===== src/rtl/noise_acc_pkg.sv =====
package noise_acc_pkg;

   // One decimation event handed from the folding stage to the assembler.
   typedef struct packed {
      logic fire;
      logic bit_val;
   } fold_evt_t;

   localparam int DEF_NUM_SRC    = 24;
   localparam int DEF_FIELD_W    = 8;
   localparam int DEF_FOLD_LOG2  = 16;
   localparam int DEF_SMP_BITS   = 8;
   localparam int DEF_BLOCK_BITS = 512;

endpackage


===== src/rtl/nacc_combiner.sv =====
module nacc_combiner #(
   parameter int NUM_SRC = 24
) (
   input  logic [NUM_SRC-1:0] osc_in,
   input  logic [NUM_SRC-1:0] src_mask,
   output logic               raw_bit
);

   generate
      if (NUM_SRC < 1) begin : g_bad_src
         $error("nacc_combiner: NUM_SRC must be at least 1");
      end

      if (NUM_SRC == 1) begin : g_single
         assign raw_bit = osc_in[0] & src_mask[0];
      end else begin : g_reduce
         logic [NUM_SRC-1:0] gated;
         assign gated   = osc_in & src_mask;
         assign raw_bit = ^gated;
      end
   endgenerate

endmodule


===== src/rtl/nacc_decimator.sv =====
module nacc_decimator
   import noise_acc_pkg::*;
#(
   parameter int FOLD_W        = 8,
   parameter int FOLD_MAX_LOG2 = 16
) (
   input  logic              clk,
   input  logic              rst_n,
   input  logic              run_en,
   input  logic              raw_bit,
   input  logic [FOLD_W-1:0] fold_cfg,
   output fold_evt_t         evt
);

   localparam int            CW       = FOLD_MAX_LOG2 + 1;
   localparam logic [CW-1:0] FOLD_MAX = CW'(1) << FOLD_MAX_LOG2;

   generate
      if (FOLD_W > FOLD_MAX_LOG2) begin : g_bad_fold
         $error("nacc_decimator: fold field wider than the maximum fold count");
      end
   endgenerate

   logic [CW-1:0] lim;
   logic [CW-1:0] cnt_q;
   logic          acc_q;
   logic          last;
   logic          folded;

   always_comb begin
      lim         = (fold_cfg == '0) ? FOLD_MAX : CW'(fold_cfg);
      last        = (cnt_q == (lim - CW'(1)));
      folded      = acc_q ^ raw_bit;
      evt.fire    = run_en & last;
      evt.bit_val = folded;
   end

   always_ff @(posedge clk or negedge rst_n) begin
      if (!rst_n) begin
         cnt_q <= '0;
         acc_q <= 1'b0;
      end else if (!run_en || last) begin
         cnt_q <= '0;
         acc_q <= 1'b0;
      end else begin
         cnt_q <= cnt_q + CW'(1);
         acc_q <= folded;
      end
   end

endmodule


===== src/rtl/nacc_assembler.sv =====
module nacc_assembler
   import noise_acc_pkg::*;
#(
   parameter int SMP_BITS   = 8,
   parameter int BLOCK_BITS = 512,
   parameter int BLK_W      = 8
) (
   input  logic                  clk,
   input  logic                  rst_n,
   input  logic                  run_en,
   input  fold_evt_t             evt,
   input  logic [BLK_W-1:0]      blk_cfg,
   output logic                  fold_vld,
   output logic                  fold_bit,
   output logic                  smp_vld,
   output logic [SMP_BITS-1:0]   smp_byte,
   output logic                  blk_vld,
   output logic [BLOCK_BITS-1:0] blk_data,
   output logic                  done
);

   localparam int            BCW     = $clog2(BLOCK_BITS);
   localparam int            SBW     = $clog2(SMP_BITS);
   localparam int            KW      = BLK_W + 1;
   localparam logic [KW-1:0] BLK_MAX = KW'(1) << BLK_W;

   generate
      if (SMP_BITS < 2 || (SMP_BITS & (SMP_BITS - 1)) != 0) begin : g_bad_smp
         $error("nacc_assembler: SMP_BITS must be a power of two of at least 2");
      end
      if (BLOCK_BITS < SMP_BITS || (BLOCK_BITS % SMP_BITS) != 0) begin : g_bad_blk
         $error("nacc_assembler: BLOCK_BITS must be a multiple of SMP_BITS");
      end
   endgenerate

   logic [BLOCK_BITS-1:0] sreg_q;
   logic [BCW-1:0]        bit_cnt_q;
   logic [KW-1:0]         blk_cnt_q;
   logic [KW-1:0]         blk_lim;
   logic                  byte_end;
   logic                  block_end;
   logic                  quota_end;
   logic                  fold_vld_q;
   logic                  fold_bit_q;
   logic                  smp_vld_q;
   logic                  blk_vld_q;
   logic                  done_q;

   always_comb begin
      blk_lim   = (blk_cfg == '0) ? BLK_MAX : KW'(blk_cfg);
      byte_end  = (bit_cnt_q[SBW-1:0] == '1);
      block_end = (bit_cnt_q == BCW'(BLOCK_BITS - 1));
      quota_end = (blk_cnt_q == (blk_lim - KW'(1)));
   end

   // Shift register: new bits enter at the low end.
   always_ff @(posedge clk or negedge rst_n) begin
      if (!rst_n) begin
         sreg_q <= '0;
      end else if (evt.fire) begin
         sreg_q <= {sreg_q[BLOCK_BITS-2:0], evt.bit_val};
      end
   end

   // Bit and block counters.
   always_ff @(posedge clk or negedge rst_n) begin
      if (!rst_n) begin
         bit_cnt_q <= '0;
         blk_cnt_q <= '0;
      end else if (!run_en) begin
         bit_cnt_q <= '0;
         blk_cnt_q <= '0;
      end else if (evt.fire) begin
         bit_cnt_q <= block_end ? '0 : (bit_cnt_q + BCW'(1));
         if (block_end) begin
            blk_cnt_q <= quota_end ? '0 : (blk_cnt_q + KW'(1));
         end
      end
   end

   // Strobes.
   always_ff @(posedge clk or negedge rst_n) begin
      if (!rst_n) begin
         fold_vld_q <= 1'b0;
         fold_bit_q <= 1'b0;
         smp_vld_q  <= 1'b0;
         blk_vld_q  <= 1'b0;
         done_q     <= 1'b0;
      end else begin
         fold_vld_q <= evt.fire;
         if (evt.fire) begin
            fold_bit_q <= evt.bit_val;
         end
         smp_vld_q <= evt.fire & byte_end;
         blk_vld_q <= evt.fire & block_end;
         done_q    <= evt.fire & block_end & quota_end;
      end
   end

   assign fold_vld = fold_vld_q;
   assign fold_bit = fold_bit_q;
   assign smp_vld  = smp_vld_q;
   assign smp_byte = sreg_q[SMP_BITS-1:0];
   assign blk_vld  = blk_vld_q;
   assign blk_data = sreg_q;
   assign done     = done_q;

endmodule


===== src/rtl/noise_accumulator.sv =====
module noise_accumulator
   import noise_acc_pkg::*;
#(
   parameter int NUM_SRC       = DEF_NUM_SRC,
   parameter int FOLD_W        = DEF_FIELD_W,
   parameter int FOLD_MAX_LOG2 = DEF_FOLD_LOG2,
   parameter int SMP_BITS      = DEF_SMP_BITS,
   parameter int BLOCK_BITS    = DEF_BLOCK_BITS,
   parameter int BLK_W         = DEF_FIELD_W
) (
   input  logic                  clk,
   input  logic                  rst_n,
   input  logic                  run_en,
   input  logic [NUM_SRC-1:0]    src_mask,
   input  logic [NUM_SRC-1:0]    osc_in,
   input  logic [FOLD_W-1:0]     fold_cfg,
   input  logic [BLK_W-1:0]      blk_cfg,
   output logic                  fold_vld,
   output logic                  fold_bit,
   output logic                  smp_vld,
   output logic [SMP_BITS-1:0]   smp_byte,
   output logic                  blk_vld,
   output logic [BLOCK_BITS-1:0] blk_data,
   output logic                  done
);

   logic [FOLD_W-1:0] cfg_fold_q;
   logic [BLK_W-1:0]  cfg_blk_q;
   logic              raw_bit;
   fold_evt_t         evt;

   // Configuration is sampled only while stopped.
   always_ff @(posedge clk or negedge rst_n) begin
      if (!rst_n) begin
         cfg_fold_q <= '0;
         cfg_blk_q  <= '0;
      end else if (!run_en) begin
         cfg_fold_q <= fold_cfg;
         cfg_blk_q  <= blk_cfg;
      end
   end

   nacc_combiner #(
      .NUM_SRC (NUM_SRC)
   ) u_comb (
      .osc_in   (osc_in),
      .src_mask (src_mask),
      .raw_bit  (raw_bit)
   );

   nacc_decimator #(
      .FOLD_W        (FOLD_W),
      .FOLD_MAX_LOG2 (FOLD_MAX_LOG2)
   ) u_dec (
      .clk      (clk),
      .rst_n    (rst_n),
      .run_en   (run_en),
      .raw_bit  (raw_bit),
      .fold_cfg (cfg_fold_q),
      .evt      (evt)
   );

   nacc_assembler #(
      .SMP_BITS   (SMP_BITS),
      .BLOCK_BITS (BLOCK_BITS),
      .BLK_W      (BLK_W)
   ) u_asm (
      .clk      (clk),
      .rst_n    (rst_n),
      .run_en   (run_en),
      .evt      (evt),
      .blk_cfg  (cfg_blk_q),
      .fold_vld (fold_vld),
      .fold_bit (fold_bit),
      .smp_vld  (smp_vld),
      .smp_byte (smp_byte),
      .blk_vld  (blk_vld),
      .blk_data (blk_data),
      .done     (done)
   );

endmodule


===== config.mk =====
export PLATFORM = sky130hd
export DESIGN_NAME = noise_accumulator
export DESIGN_NICKNAME = d
export VERILOG_FILES = /design/src/rtl/noise_acc_pkg.sv /design/src/rtl/nacc_combiner.sv /design/src/rtl/nacc_decimator.sv /design/src/rtl/nacc_assembler.sv /design/src/rtl/noise_accumulator.sv
export SDC_FILE = /design/constraint.sdc
export NUM_CORES = 1
export LEC_CHECK = 0
export ABC_AREA = 1
export BUFFER_PORTS_ARGS = -buffer_cell sky130_fd_sc_hd__clkbuf_2
export CORE_AREA = 3 3 229 231
export DETAILED_ROUTE_END_ITERATION = 6
export DIE_AREA = 0 0 232 234
export PLACE_DENSITY_LB_ADDON = 0.15
export REMOVE_ABC_BUFFERS = 1
export SYNTH_ARGS = -nofsm -noshare
export SYNTH_HDL_FRONTEND = slang
export SYNTH_SLANG_ARGS = --single-unit
export TNS_END_PERCENT = 5

===== constraint.sdc =====
create_clock -name clk -period 4.1 [get_ports clk]
set_input_delay 0.205 -clock clk [delete_from_list [all_inputs] [get_ports clk]]
set_output_delay 0.205 -clock clk [all_outputs]
set_load 0.02 [all_outputs]

==> results.txt <==
status: finished, final reports clean
Synthesis Warnings: 0
# setup viols final: 0
WHS: 0.1206 ns
Critical Path, Cell by Cell: inv_1 -> ha_1 -> nand2_2 -> o21ai_2 -> nand3_1 -> nor3_1 -> ha_1 -> nand2_1 -> nand2_1 -> nor2_1 -> nand2_1 -> nor2_1 -> nand4_1 -> nor2_1 -> nand3_1 -> nor2_4 -> nand2_8 -> buf_12 -> o21ai_0
sequential fraction of the synthesis area: 59.84%
cells after synthesis: 2,765
unique cell type count in the Yosys netlist: 29
router iterations before antenna repair: 5
Clock Skew: 0.02590 ns
Worst Tran Pin Value: 1.091 ns
Tightest Hold Check Type: in -> reg
crit-path max cell delay: 0.37 ns
fin. max-slew vios: 0
Vias per Instance: 4.652
number of remaining DRC errors: 0
die area: 54,290 um2
FP Rows: 82
DP Area: 27,240 um2
Area growth syn-to-layout: 23.89%
Syn Std Cell Area: 23,750 um2
RSZ-0062 raised after global routing: no
CP bufs+invs: 2
pin count of the biggest net entering global routing: 228
Slew HR: 27.27%
1st-iter DRT viols: 1,206
required time of the worst setup path: 4.61 ns
Final GP Congestion: 0.8568
fillcell total: 4,528
clock root buffer: clkbuf_16
Critical Path AT: 4.20 ns
GRT Residual Overflow: 0
first-pass GRT wire length: 96.51 mm
Max Freq: 270.6 MHz
Antenna Cells: 0
count of input and output buffers: 591
Post-DP HPWL: 45.30 mm
post-route clock period utilization: 90.12%
TritonCTS Buffers: 58
Place WS: 0.5285 ns
Clock Path Buffers: 3
PD cells: 394.4 nW/um2
Starting Density: 47.25%
DR WL/cell: 15.23 um
Core Area: 50,270 um2
vias in the first global route: 17,460
final worst path period need: 3.695 ns
I/O Pins: 592
max cap viols: 0
cell taking the most area after synthesis: dfrtp_1
cell area after layout: 29,430 um2
CTS sink count: 568
gr usage total: 22.23%
Yosys top cell area share: 59.84%
crit end category: flop
Routed Antenna Nets: 0
Peak supply drop: 0.3365 mV
Die Wd: 232 um
static leakage: 0.01411 uW
critical path class: reg -> reg
TritonCTS clock tree: done
antenna violations before repair: 0
Worst Path Max Fanout: 227
mean post-synth cell area: 8.591 um2
worst-skew pair later-pin latency: 0.61 ns
final hold viol count: 0
Vias: 18,800
final net count: 3,400
Post-CTS Setup Bufs: 0
setup ws final: 0.4050 ns
Worst Setup Start Kind: flop
setup_tns: 0 ns
layout cells sized above 1: 21.34%
largest cells by area after synthesis: dfrtp_1, nand2_1, inv_1
Die Span Y: 234 um
Top Family by Delay on Critical Path: simple AND/OR/NAND/NOR gates
crit path max-delay cell type: dfrtp_1
Clock H-tree levels: 2
total wire length: 61.57 mm
CTS clock-pin slew for the worst setup and hold paths: 0.06 ns
Seq cells post-synth: 568
-- state kept, by name, indices dropped and copies added, names as in the netlist --
register / flops
cfg_blk_q: 8
u_asm.fold_vld: 1
u_dec.acc_q: 1
u_asm.blk_vld: 1
u_asm.smp_vld: 1
u_asm.done: 1
u_asm.bit_cnt_q: 9
u_dec.cnt_q: 17
u_asm.blk_data: 512
cfg_fold_q: 8
u_asm.blk_cnt_q: 9
-- Yosys cell counts --
library cell and n:
a21oi_1 6, buf_1 7, buf_2 29, buf_4 10, buf_6 11, clkbuf_1 77, dfrtp_1 568, ha_1 10
inv_1 580, inv_2 3, nand2_1 749, nand2_2 1, nand2_4 1, nand3_1 36, nand3b_1 8, nand4_1 9
nor2_1 56, nor2_2 2, nor2_4 2, nor3_1 23, nor3b_1 1, nor4_1 2, o211ai_1 1, o21ai_0 206
o21ai_1 324, o21ai_2 1, or2_2 2, xnor2_1 19, xor2_1 21
-- layout by cell type, fill, tap and decap left out --
master / count
clkbuf_8: 17
buf_4: 12
o21ai_2: 1
o21ai_1: 324
bufinv_16: 6
nand4_1: 9
inv_1: 580
ha_1: 10
o21ai_0: 206
or2_2: 2
inv_2: 3
nand2_1: 749
clkinv_2: 8
nor2_4: 2
nor4_1: 2
clkbuf_16: 59
dlygate4sd3_1: 17
nand3_1: 36
clkbuf_2: 590
buf_8: 1
xor2_1: 21
xnor2_1: 19
nand2_8: 1
nor2_2: 2
nand3b_1: 8
nor3_1: 23
dfrtp_1: 568
nand2_2: 1
clkbuf_1: 15
o211ai_1: 1
nor3b_1: 1
nor2_1: 56
inv_6: 1
a21oi_1: 6
buf_12: 12
inv_16: 1
-- tightest hold or removal path, cell delays in order --
cell      delay (ns)
clkbuf_2        0.28
nand2_1         0.14
nand2_1         0.05
-- final timing paths --
check,startpoint,to,slack (ns),depth (start not counted)
worst max-delay path,cfg_fold_q[0],u_asm.blk_data[69],0.40,19
worst min-delay path,run_en,cfg_blk_q[3],0.12,3
worst max register to register,cfg_fold_q[0],u_asm.blk_data[69],0.40,19
worst min register to register,u_dec.cnt_q[0],u_dec.cnt_q[0],0.49,1
max in group asynchronous,rst_n,u_asm.blk_data[437],2.69,3
min in group asynchronous,rst_n,u_asm.blk_data[79],0.18,2
-- per-layer routing --
metal,vias to the layer above,GRT usage (%),part of all wire (%)
met5,-,0,0
met4,0,7.242,3.2
met3,108,4.191,5.7
met2,479,37.44,49
met1,8718,29.21,42
li1,9498,-,-
-- power breakdown --
group          leakage, uW  internal [uW]  switching [uW]
clock network     0.000997           3330            2190
logic              0.00521            137             304
registers          0.00791           5630            23.7
-- area by class of cell --
| type | instances | area [um2] | area share [%] |
|---|---|---|---|
| sequential | 568 | 14210 | 48.30 |
| multi-input combinational | 1480 | 6701 | 22.77 |
| timing repair buffer | 632 | 3468 | 11.79 |
| inverter | 583 | 2188 | 7.436 |
| clock buffer | 91 | 1767 | 6.003 |
| tap | 672 | 840.8 | 2.857 |
| clock inverter | 16 | 249.0 | 0.8461 |
-- cells by family after synthesis --
family	share of synthesized area, %
buf+inv	11.99
xor+xnor	1.475
simple gates	14.81
compound gates	11.36
flops	59.84
fa+ha+maj	0.5267
-- stage by stage --
step	total power (uW)	cells	util, %
2_1_floorplan	5960	2631	-
3_3_place_gp	6187	3918	54.19
3_5_place_dp	6194	3918	54.19
4_1_cts	11740	4042	58.54
5_1_grt	12040	4042	58.54
6_report	11610	4042	58.54
-- timing repair --
action                                 CTS  global route
resized for setup                        0             0
endpoints found under the hold margin  125             0
hold buffers                            17             0
Power figures use the tool's default switching activity.
